`src/rtl/lm_irq_pkg.sv`:
```
package lm_irq_pkg;
  parameter int unsigned NUM_SRC    = 4;
  parameter int unsigned NUM_LINES  = 8;
  parameter int unsigned MAP_W      = $clog2(NUM_LINES);
  parameter int unsigned DATA_W     = 32;
  parameter int unsigned ADDR_W     = 12;
  parameter int unsigned MAP_LSB    = 16;
  parameter int unsigned MAP_STRIDE = 4;
  parameter int unsigned STAT_LSB   = 16;
  parameter logic [ADDR_W-1:0] STAT_OFS = 12'h304;
  parameter logic [ADDR_W-1:0] MAP_OFS  = 12'h340;
endpackage

```
`src/rtl/lm_status_bank.sv`:
```
module lm_status_bank #(
  parameter int unsigned NumSrc = 4
) (
  input  logic              clk_i,
  input  logic              rst_ni,
  input  logic [NumSrc-1:0] hit_i,
  input  logic [NumSrc-1:0] clr_i,
  output logic [NumSrc-1:0] stat_o
);
  logic [NumSrc-1:0] stat_q;

  // set wins over clear
  always_ff @(posedge clk_i or negedge rst_ni) begin
    if (!rst_ni) stat_q <= '0;
    else         stat_q <= (stat_q & ~clr_i) | hit_i;
  end

  assign stat_o = stat_q;

  for (genvar s = 0; s < NumSrc; s++) begin : g_chk

    sticky_chk: assert property (@(posedge clk_i) disable iff (!rst_ni)
      (stat_q[s] && !clr_i[s]) |=> stat_q[s]);

    w1c_chk: assert property (@(posedge clk_i) disable iff (!rst_ni)
      (clr_i[s] && !hit_i[s]) |=> !stat_q[s]);

    hit_wins_chk: assert property (@(posedge clk_i) disable iff (!rst_ni)
      hit_i[s] |=> stat_q[s]);

    no_sw_set_chk: assert property (@(posedge clk_i) disable iff (!rst_ni)
      (!stat_q[s] && !hit_i[s]) |=> !stat_q[s]);
  end
endmodule

```
`src/rtl/lm_map_reg.sv`:
```
module lm_map_reg #(
  parameter int unsigned NumSrc    = 4,
  parameter int unsigned MapW      = 3,
  parameter int unsigned DataW     = 32,
  parameter int unsigned MapLsb    = 16,
  parameter int unsigned MapStride = 4
) (
  input  logic                         clk_i,
  input  logic                         rst_ni,
  input  logic                         wr_i,
  input  logic [DataW-1:0]             wdata_i,
  output logic [NumSrc-1:0][MapW-1:0]  map_o,
  output logic [DataW-1:0]             word_o
);
  logic [NumSrc-1:0][MapW-1:0] map_q;

  for (genvar s = 0; s < NumSrc; s++) begin : g_fld
    localparam int unsigned Lsb = MapLsb + s * MapStride;
    always_ff @(posedge clk_i or negedge rst_ni) begin
      if (!rst_ni)   map_q[s] <= '0;
      else if (wr_i) map_q[s] <= wdata_i[Lsb +: MapW];
    end
  end

  always_comb begin
    word_o = '0;
    for (int s = 0; s < NumSrc; s++) word_o[MapLsb + s*MapStride +: MapW] = map_q[s];
  end

  assign map_o = map_q;


  map_hold_chk: assert property (@(posedge clk_i) disable iff (!rst_ni)
    !wr_i |=> $stable(map_q));
endmodule

```
`src/rtl/lm_line_router.sv`:
```
module lm_line_router #(
  parameter int unsigned NumSrc   = 4,
  parameter int unsigned NumLines = 8,
  parameter int unsigned MapW     = 3
) (
  input  logic                        clk_i,
  input  logic                        rst_ni,
  input  logic [NumSrc-1:0]           stat_i,
  input  logic [NumSrc-1:0][MapW-1:0] map_i,
  output logic [NumLines-1:0]         irq_o
);
  logic [NumLines-1:0] line_d, line_q;

  always_comb begin
    line_d = '0;
    for (int s = 0; s < NumSrc; s++)
      if (stat_i[s]) line_d[map_i[s]] = 1'b1;
  end

  always_ff @(posedge clk_i or negedge rst_ni) begin
    if (!rst_ni) line_q <= '0;
    else         line_q <= line_d;
  end

  assign irq_o = line_q;


  idle_lines_chk: assert property (@(posedge clk_i) disable iff (!rst_ni)
    (stat_i == '0) |=> (irq_o == '0));

  line_count_chk: assert property (@(posedge clk_i) disable iff (!rst_ni)
    1'b1 |=> ($countones(irq_o) <= $countones($past(stat_i))));
endmodule

```
`src/rtl/lm_irq_router.sv`:
```
module lm_irq_router
  import lm_irq_pkg::*;
#(
  parameter int unsigned NumSrc   = lm_irq_pkg::NUM_SRC,
  parameter int unsigned NumLines = lm_irq_pkg::NUM_LINES,
  parameter int unsigned DataW    = lm_irq_pkg::DATA_W,
  parameter int unsigned AddrW    = lm_irq_pkg::ADDR_W
) (
  input  logic                clk_i,
  input  logic                rst_ni,
  input  logic [NumSrc-1:0]   hit_i,
  input  logic                wr_en_i,
  input  logic [AddrW-1:0]    addr_i,
  input  logic [DataW-1:0]    wdata_i,
  output logic [DataW-1:0]    rdata_o,
  output logic [NumLines-1:0] irq_o
);
  localparam int unsigned MapW = $clog2(NumLines);

  logic sel_map, sel_stat;
  logic [NumSrc-1:0] stat, clr;
  logic [NumSrc-1:0][MapW-1:0] map;
  logic [DataW-1:0] map_word;

  // word-aligned decode
  assign sel_map  = addr_i[AddrW-1:2] == MAP_OFS[AddrW-1:2];
  assign sel_stat = addr_i[AddrW-1:2] == STAT_OFS[AddrW-1:2];
  assign clr      = (wr_en_i && sel_stat) ? wdata_i[STAT_LSB +: NumSrc] : '0;

  lm_status_bank #(.NumSrc(NumSrc)) i_status (
    .clk_i, .rst_ni, .hit_i, .clr_i(clr), .stat_o(stat)
  );

  lm_map_reg #(
    .NumSrc(NumSrc), .MapW(MapW), .DataW(DataW),
    .MapLsb(MAP_LSB), .MapStride(MAP_STRIDE)
  ) i_map (
    .clk_i, .rst_ni, .wr_i(wr_en_i && sel_map), .wdata_i,
    .map_o(map), .word_o(map_word)
  );

  lm_line_router #(.NumSrc(NumSrc), .NumLines(NumLines), .MapW(MapW)) i_route (
    .clk_i, .rst_ni, .stat_i(stat), .map_i(map), .irq_o
  );

  always_comb begin
    rdata_o = '0;
    if (sel_map)       rdata_o = map_word;
    else if (sel_stat) rdata_o[STAT_LSB +: NumSrc] = stat;
  end


  unmapped_zero_chk: assert property (@(posedge clk_i) disable iff (!rst_ni)
    (!sel_map && !sel_stat) |-> (rdata_o == '0));

  stat_pad_chk: assert property (@(posedge clk_i) disable iff (!rst_ni)
    sel_stat |-> ((rdata_o & ~({{(DataW-NumSrc){1'b0}}, {NumSrc{1'b1}}} << STAT_LSB)) == '0));
endmodule

```
`config.mk`:
```
export PLATFORM = sky130hd
export DESIGN_NAME = lm_irq_router
export DESIGN_NICKNAME = d
export VERILOG_FILES = /design/src/rtl/lm_irq_pkg.sv /design/src/rtl/lm_status_bank.sv /design/src/rtl/lm_map_reg.sv /design/src/rtl/lm_line_router.sv /design/src/rtl/lm_irq_router.sv
export SDC_FILE = /design/constraint.sdc
export NUM_CORES = 1
export LEC_CHECK = 0
export BUFFER_PORTS_ARGS = -buffer_cell sky130_fd_sc_hd__buf_4
export CAP_MARGIN = 0
export CORE_MARGIN = 2
export CORE_UTILIZATION = 43
export CTS_CLUSTER_DIAMETER = 30
export DETAILED_ROUTE_END_ITERATION = 8
export PLACE_DENSITY = 0.8
export SETUP_SLACK_MARGIN = 0.2
export SLEW_MARGIN = 0
export SYNTH_ARGS = -nofsm -noshare
export SYNTH_HDL_FRONTEND = slang
export SYNTH_SLANG_ARGS = --single-unit
```
`constraint.sdc`:
```
create_clock -name clk_i -period 1.2 [get_ports clk_i]
set_input_delay 0.12 -clock clk_i [delete_from_list [all_inputs] [get_ports clk_i]]
set_output_delay 0.12 -clock clk_i [all_outputs]
set_load 0.03 [all_outputs]
```
# Yosys cells after proc, flatten, opt, wreduce, memory -nomap -nowiden
# Cells that the tools add are included.
totals:
  elab_cells: 44
  input_bits: 51
  register_bits: 24
  output_inout_bits: 40
op_classes:
  n_mux: 16
  eq_ne: 2
  n_lt_le_gt_ge: 8
  n_reduce_logical: 6
  n_bitwise: 6
ops:
  columns: ["cell", "count"]
  rows:
  - ["8-bit 2-to-1 mux", 4]
  - ["8-bit OR", 3]
  - ["10-bit by 8-bit == test with 1-bit output, second input constant", 2]
  - ["3-bit by 4-bit < comparator with 1-bit output, second input constant", 4]
  - ["1-bit demux with 3-bit select", 4]
  - ["3-bit by 1-bit >= comparator with 1-bit output, second input constant", 4]
  - ["4-bit 2-to-1 mux", 3]
  - ["11-bit 2-to-1 mux", 1]
  - ["1-bit logical AND", 6]
  - ["4-bit AND", 1]
  - ["1-bit 2-to-1 mux", 4]
  - ["4-bit NOT", 1]
  - ["4-bit OR", 1]

# Longest topological paths before layout
# Gate-level depths: netlist of run 1.
logic_depth:
  ltp_word: 11
  ltp_mapped: 4
  ltp_nobuf: 3

# Hierarchy
# A second synthesis of run 1 with hierarchy kept.
hier_totals:
  hier_cells: 179
  hier_area_um2: 1740.4
modules_own_cells:
  columns: ["module", "area_per_inst_um2", "instances", "cells_per_inst", "seq_area_each_um2"]
  rows:
  - ["lm_map_reg", 728.2, 1, 58, 300.3]
  - ["lm_line_router", 509.2, 1, 54, 200.2]
  - ["lm_irq_router", 357.8, 1, 55, 0.0]
  - ["lm_status_bank", 145.1, 1, 12, 100.1]

# Worst setup path after synthesis of run 1
# No wires, ideal clock.
synth_timing:
  kind: "input -> output"
  start: "input addr_i[3]"
  end: "output rdata_o[16]"
  n_path_buf: 0
  slack_ns: -0.133
  stages: 3
  required_time_ns: 1.080
  t_arrival_ns: 1.213
  path_cell_list: "nor4b_2 -> a22oi_1 -> nor2_1"
synth_between:
  elab_chain_len: 3
  elab_cells_between_ends: 4
  classes_between: "eq/ne (2); mux (2)"
synth_lines:
  columns: ["item", "line_no", "source"]
  rows:
  - ["start, declared", "lm_irq_router.sv:13", "input logic [AddrW-1:0] addr_i,"]
  - ["10-bit by 8-bit == test with 1-bit output", "lm_irq_router.sv:27", "assign sel_stat = addr_i[AddrW-1:2] == STAT_OFS[AddrW-1:2];"]
  - ["4-bit 2-to-1 mux", "lm_irq_router.sv:49", "else if (sel_stat) rdata_o[STAT_LSB +: NumSrc] = stat;"]
  - ["4-bit 2-to-1 mux (*)", "lm_irq_router.sv:48", "if (sel_map) rdata_o = map_word;"]
  - ["end, declared", "lm_irq_router.sv:15", "output logic [DataW-1:0] rdata_o,"]
# Every way passes the cells marked *; elsewhere a longest branch is shown, timed or not.

# Final worst setup path of run 1
layout_timing:
  start: "register i_map.map_q, in the netlist i_map.map_o[0]"
  end: "register i_route.line_q[0] (netlist: i_route.irq_o[0])"
layout_between:
  elab_chain_len: 11
  elab_cells_between_ends: 12
  classes_between: "order compare (2); mux (6); bitwise (3); reduce/logical (1)"
layout_lines:
  columns: ["item", "line_no", "source"]
  rows:
  - ["start, declared", "lm_map_reg.sv:15", "logic [NumSrc-1:0][MapW-1:0] map_q;"]
  - ["start signal, assigned by index", "lm_map_reg.sv:21", "else if (wr_i) map_q[s] <= wdata_i[Lsb +: MapW];"]
  - ["3-bit by 4-bit < comparator with 1-bit output (not written as such) / 3-bit by 1-bit >= comparator with 1-bit output (equally long branches)", "lm_line_router.sv:17", "if (stat_i[s]) line_d[map_i[s]] = 1'b1;"]
  - ["1-bit logical AND (not written as such)", "lm_line_router.sv:17", null]
  - ["1-bit 2-to-1 mux (not written as such)", "lm_line_router.sv:17", null]
  - ["1-bit demux with 3-bit select (*)", null, null]
  - ["8-bit 2-to-1 mux (*)", "lm_line_router.sv:17", null]
  - ["8-bit OR (no source line)", null, null]
  - ["8-bit 2-to-1 mux (*)", "lm_line_router.sv:17", null]
  - ["8-bit OR (no source line)", null, null]
  - ["8-bit 2-to-1 mux (*)", "lm_line_router.sv:17", null]
  - ["8-bit OR (no source line)", null, null]
  - ["8-bit 2-to-1 mux (*)", "lm_line_router.sv:17", null]
  - ["via i_route.line_d[0]", "lm_line_router.sv:12", "logic [NumLines-1:0] line_d, line_q;"]
  - ["end signal, assigned", "lm_line_router.sv:22", "else line_q <= line_d;"]
  - ["end, declared", "lm_line_router.sv:12", null]
# Mark *: on every way through the listed nets, which the timed path passes. The rest lies on a longest branch.
# A chain may end at the register's enable or synchronous reset.

==> impl_metrics.ini, run 1 <==
[power_and_ir_drop]
combPwrFrac_pct = 20.1
power_mw = 1.57
p_sw_share_pct = 27.1
p_sw_mw = 0.426
sequentialPowerShare_pct = 53.1
power_frac_clock_pct = 26.8
power_leakage_nw = 1.23
ir_drop_mv = 0.309
p_int_mw = 1.14
pwr_density_cell_nw_per_um2 = 636

[global_route]
grt_pass1_vias = 1359
grt_antenna_before_repair = 0
grt-ovfl-total = 0
grt_max_degree = 25
grt_pass1_wl_um = 6350
grtUsageTotal_pct = 20.7

[sta]
drv_slew = 0
fin_crit_ns = 1.29
hold_viol = 0
fmax_mhz = 776
setup_ws_ns = -0.0891
fin_crit_sh_pct = 107
grt_setup_unrepaired = true
finalSetupViolCount = 20
finalClockSkew_ns = 0.00720
hold_ws_ns = 0.0281

[yosys]
yosysWarnings = 0
synthesis.area_um2 = 1460
synthTopCellsByArea = dfrtp_1 41%, mux2_4 10%, buf_4 9.8%
avgSynthCellArea_um2 = 10.4
ys_ff_latch = 24
synth_top_cell_by_area = dfrtp_1
synthSimpleGateAreaFrac_pct = 23.2
synth_top_family_by_area = simple AND/OR/NAND/NOR gates
synth_compound_gate_area_share_pct = 12.5
synth_xor_area_share_pct = 0
synth.distinct_cells = 30
synth_top_area_share_pct = 41.1
synth-adder-area-share_pct = 0
syn_inst = 140
yosys-mux-area-fraction_pct = 11.8
ys_seq_area_share_pct = 41.1

[floorplan]
dieWidth_um = 62.3
initial_utilization_pct = 44.1
placementRows = 21
ios = 91
dieArea_um2 = 3880
die-height_um = 62.3
core_region_area_um2 = 3310

[critical_path]
crit_arrival_ns = 1.49
required_ns = 1.40
cp-end-kind = flip-flop
critPathLaunchType = flip-flop
r2r_cells = 4
worstPathMaxFanout = 4
critPathKind = flip-flop to flip-flop

[clocking]
cts_tree = done
cts_made_buffers = 3
insertion_delay_ns = 0.31
cts_max_level = 1
cts_root_buf = clkbuf_4
clk_pin_slew_worst_paths_ns = 0.13
cts_buffer_depth = 2
cts.sinks = 24

[outcome]
status = finished with violations
violations = negative setup slack

[route]
vias = 1411
drt_iter0_markers = 61
first_pass_iters = 4
drc = 0
avgRoutedWirePerCell_um = 15.9
drtAntennaViolNets = 0
vias_per_cell = 5.19
routed_wirelength_um = 4320

[placement]
dp_hpwl_um = 2440
placed_area_um2 = 1950
place_congestion = 0.892
post-place-ws_ns = -0.185
dpl.cell_count = 242
io_buffer_count = 50

[cells_and_area]
fin_area_um2 = 2470
nFillCells = 221
layout_common_cells = 45 x buf_4, 35 x buf_6, 19 x conb_1, 19 x dfrtp_1, 11 x and2_4
final_cells = 272
multiInputGateArea_um2 = 947
fin_nets = 278
drive_gt1_share_pct = 63.7
layout_commonest_cell = buf_4
seq_area_um2 = 607
syn2layout_area_growth_pct = 69.1
diodes = 0

[worst_hold_path]
hold_path.class = input pin to flip-flop
hold_depth = 2

[flow_run]
drv_cap = 0
-- routing by layer --
metal	wire length (um)	part of all wire (%)	global-route usage (%)
met1	1620	37	23.5
met2	2390	55	39.5
met3	209	4.8	2.17
met4	104	2.4	8.33
met5	0	0	0
-- area by class of cell --
class	count	area share (%)
clock buffer	4	1.47
inverter	1	0.152
multi-input combinational	112	38.4
sequential	24	24.6
tap	46	2.33
timing repair buffer	85	33.1
-- through the flow --
stage | TNS [ns] | util [%]
2_1_floorplan | -0.263 | -
3_5_place_dp | -3.71 | 58.9
3_3_place_gp | -2.89 | 58.9
4_1_cts | -0.566 | 68.7
6_report | -0.973 | 74.6
5_1_grt | -2.61 | 74.6
-- state kept, by name (all words and copies together) (netlist names) --
name             flops
i_route.irq_o        8
i_map.map_o         12
i_status.stat_o      4
-- repair_timing --
item,4_1_cts,5_1_grt
endpoints found under the hold margin,24,1
cloned,0,1
hold buffers,1,1
setup buffers,17,6
setup endpoints to repair,27,41
gates resized for setup,41,26
pin swaps,15,8
-- synthesized netlist by cell type (all sizes together) --
library cell	count
inv	1
clkbuf	1
mux2	12
nand2b	6
dfrtp	24
o311ai	2
and3	2
and2	13
a31oi	4
nor2	15
a22oi	5
conb	1
o21ai	1
buf	20
a221o	1
o221ai	3
and4bb	1
o32ai	1
o211ai	1
nor4b	2
a32oi	4
or3	1
a311o	1
nand4	2
nor2b	6
nand2	10
-- kinds of logic (layout without fill, tap and decap cells) --
group,after synthesis,count (layout)
multiplexers,12,12
AND/OR/NAND/NOR,58,58
buffers and inverters,22,90
AO/OA/AOI/OAI,23,23
flip-flops,24,24
other,1,19
-- power groups by stage --
stage                     logic, mW  registers (mW)  clock network (mW)
final                         0.316           0.833               0.420
after global routing          0.336           0.836               0.467
after CTS                     0.291           0.830               0.419
after detailed placement      0.263           0.846                   0
after global placement        0.261           0.846                   0
after floorplan               0.172           0.856                   0
-- worst max-delay path: stages, from the launching register on --
cell,delay [ns]
dfrtp_1,0.45
buf_6,0.15
nand2b_4,0.15
or3_1,0.32
o311ai_1,0.11
-- final timing paths --
check | start | slack [ns] | endpoint
max reg2reg | i_map.map_o[0] | -0.09 | i_route.irq_o[0]
min in group asynchronous | rst_ni | 0.22 | i_map.map_o[3]
max | i_map.map_o[0] | -0.09 | i_route.irq_o[0]
min | wdata_i[20] | 0.03 | i_map.map_o[3]
min reg2reg | i_map.map_o[10] | 0.59 | i_map.map_o[10]
max in group asynchronous | rst_ni | 0.72 | i_map.map_o[9]
Note: power is estimated with default switching activity, not from simulation.
==> run 2: changes to the inputs <==
Settings changed: BUFFER_PORTS_ARGS -buffer_cell sky130_fd_sc_hd__buf_4 to default, CORE_UTILIZATION 43 to 48, DONT_BUFFER_PORTS from default to 1, PLACE_DENSITY 0.8 to default.
==> run 2 against run 1 <==
The flow still finishes with violations (negative setup slack). Sequential share of layout area rose by 3.2 points. Clock power up 38%. Global-route usage about the same. Die area is 9.8% lower. Cell count decreased by 18%. Highest routed layer unchanged.
==> impl_metrics.ini, run 2 (same netlist as run 1, synthesis figures left out) <==
[route]
avgRoutedWirePerCell_um = 16.3
drtAntennaViolNets = 0
routed_wirelength_um = 3660
vias = 1225
drc = 0
vias_per_cell = 5.47
drt_iter0_markers = 31
first_pass_iters = 4

[clocking]
cts_made_buffers = 3
cts_tree = done
cts.sinks = 24
insertion_delay_ns = 0.31
cts_buffer_depth = 2
clk_pin_slew_worst_paths_ns = 0.13
cts_max_level = 1
cts_root_buf = clkbuf_4

[worst_hold_path]
min_from = wr_en_i
hold_depth = 3
holdPathEnd = i_status.stat_o[2]
hold_path.class = input pin to flip-flop

[power_and_ir_drop]
ir_drop_mv = 0.436
pwr_density_cell_nw_per_um2 = 751
power_leakage_nw = 1.01

[floorplan]
initial_utilization_pct = 49.0
dieArea_um2 = 3500
ios = 91
die-height_um = 59.2
core_region_area_um2 = 2980
placementRows = 20
dieWidth_um = 59.2

[critical_path]
critPathKind = flip-flop to output pin
r2r_cells = 4
worst-r2r-setup-slack_ns = -0.03
required_ns = 1.08
r2r-start = i_map.map_o[0]
crit_arrival_ns = 1.12
crit_path_max_incr_delay_ns = 0.44
path_cells = a22oi_2 > nor2_2 > buf_6
slowest_stage = dfrtp_2
critPathLaunchType = flip-flop
cp-end-kind = output pin
r2r-end = i_route.irq_o[0]
worstPathMaxFanout = 2

[sta]
fin_crit_sh_pct = 104
drv_slew = 0
fmax_mhz = 804
finalSetupViolCount = 5
fin_crit_ns = 1.24
worst_pin_slew_ns = 1.04
setup_ws_ns = -0.0444
finalClockSkew_ns = 0.00371
hold_viol = 0
relSlewSlack_pct = 30.4
grt_setup_unrepaired = true

[global_route]
grt_pass1_wl_um = 5400
grtUsageTotal_pct = 20.7
grt_pass1_vias = 1180
grt_max_degree = 25
grt-ovfl-total = 0
grt_antenna_before_repair = 0

[cells_and_area]
layout_common_cells = 19 x conb_1, 18 x buf_6, 16 x dlygate4sd3_1
fin_util_pct = 74.3
drive_gt1_share_pct = 55.5
layout_commonest_cell = conb_1
largest_reg_flops = 12
diodes = 0
syn2layout_area_growth_pct = 51.6
fin_nets = 243

[flow_run]
drv_cap = 0

[outcome]
violations = negative setup slack
status = finished with violations

[placement]
place_congestion = 0.848
dp_hpwl_um = 2310
post-place-ws_ns = -0.0622
io_buffer_count = 0
[run 2: final cells by class]
type	instances	area (um^2)
well taps	33	41.3
flip-flops and latches	24	614
fillers	189	764
multi-input cells	112	981
inverters	1	3.75
clock inverters	1	30.0
clock buffers	3	22.5
repair buffers	50	520
[run 2: metal layers]
| layer | share of wire [%] | GRT usage [%] | vias to the layer above |
|---|---|---|---|
| li1 | - | - | 565 |
| met1 | 39 | 24.4 | 602 |
| met2 | 54 | 35.6 | 50 |
| met3 | 4.7 | 2.62 | 8 |
| met4 | 2.6 | 13.0 | 0 |
| met5 | 0 | 0 | - |
[run 2: timing repair]
item,CTS,global route
pin swaps,15,5
hold buffers,17,0
hold endpoints to repair,40,0
gates resized for setup,35,30
setup buffers,16,6
gates cloned,1,0
endpoints found under the setup margin,21,57
[run 2: power breakdown]
part / internal [mW] / switching, mW
Clock: 0.338 / 0.241
Sequential: 0.821 / 0.0226
Combinational: 0.0954 / 0.144
[run 2: how the worst max path moves through the flow]
stage                        from        endpoint  slack (ns)  cells past startpoint
3_3_place_gp            addr_i[7]  i_map.map_o[7]       -0.07                      4
6_report       i_status.stat_o[0]     rdata_o[16]       -0.04                      3
4_1_cts        i_status.stat_o[0]     rdata_o[16]       -0.06                      3
5_1_grt        i_status.stat_o[1]     rdata_o[17]       -0.09                      3
3_5_place_dp            addr_i[7]  i_map.map_o[7]       -0.06                      4
2_1_floorplan           addr_i[7]  i_map.map_o[0]       -0.03                      4
[run 2: worst max-delay path, delay by kind of cell (launching register included)]
kind,cells,cell delay (ns)
AO/OA/AOI/OAI,1,0.17
AND/OR/NAND/NOR,1,0.06
buffers and inverters,1,0.13
flip-flops,1,0.44
[run 2: per-stage QoR]
stage               std cells  power, mW  hold slack (ns)  setup TNS, ns  area [um^2]
floorplan                 158       1.03           -0.176         -0.263         1590
global placement          180      0.993           -0.175         -0.857         1550
detailed placement        180      0.995           -0.175         -0.673         1550
CTS                       218       1.65          0.00672         -0.177         2040
global route              224       1.73         -0.00493         -0.398         2210
finish                    224       1.66           0.0122         -0.158         2210
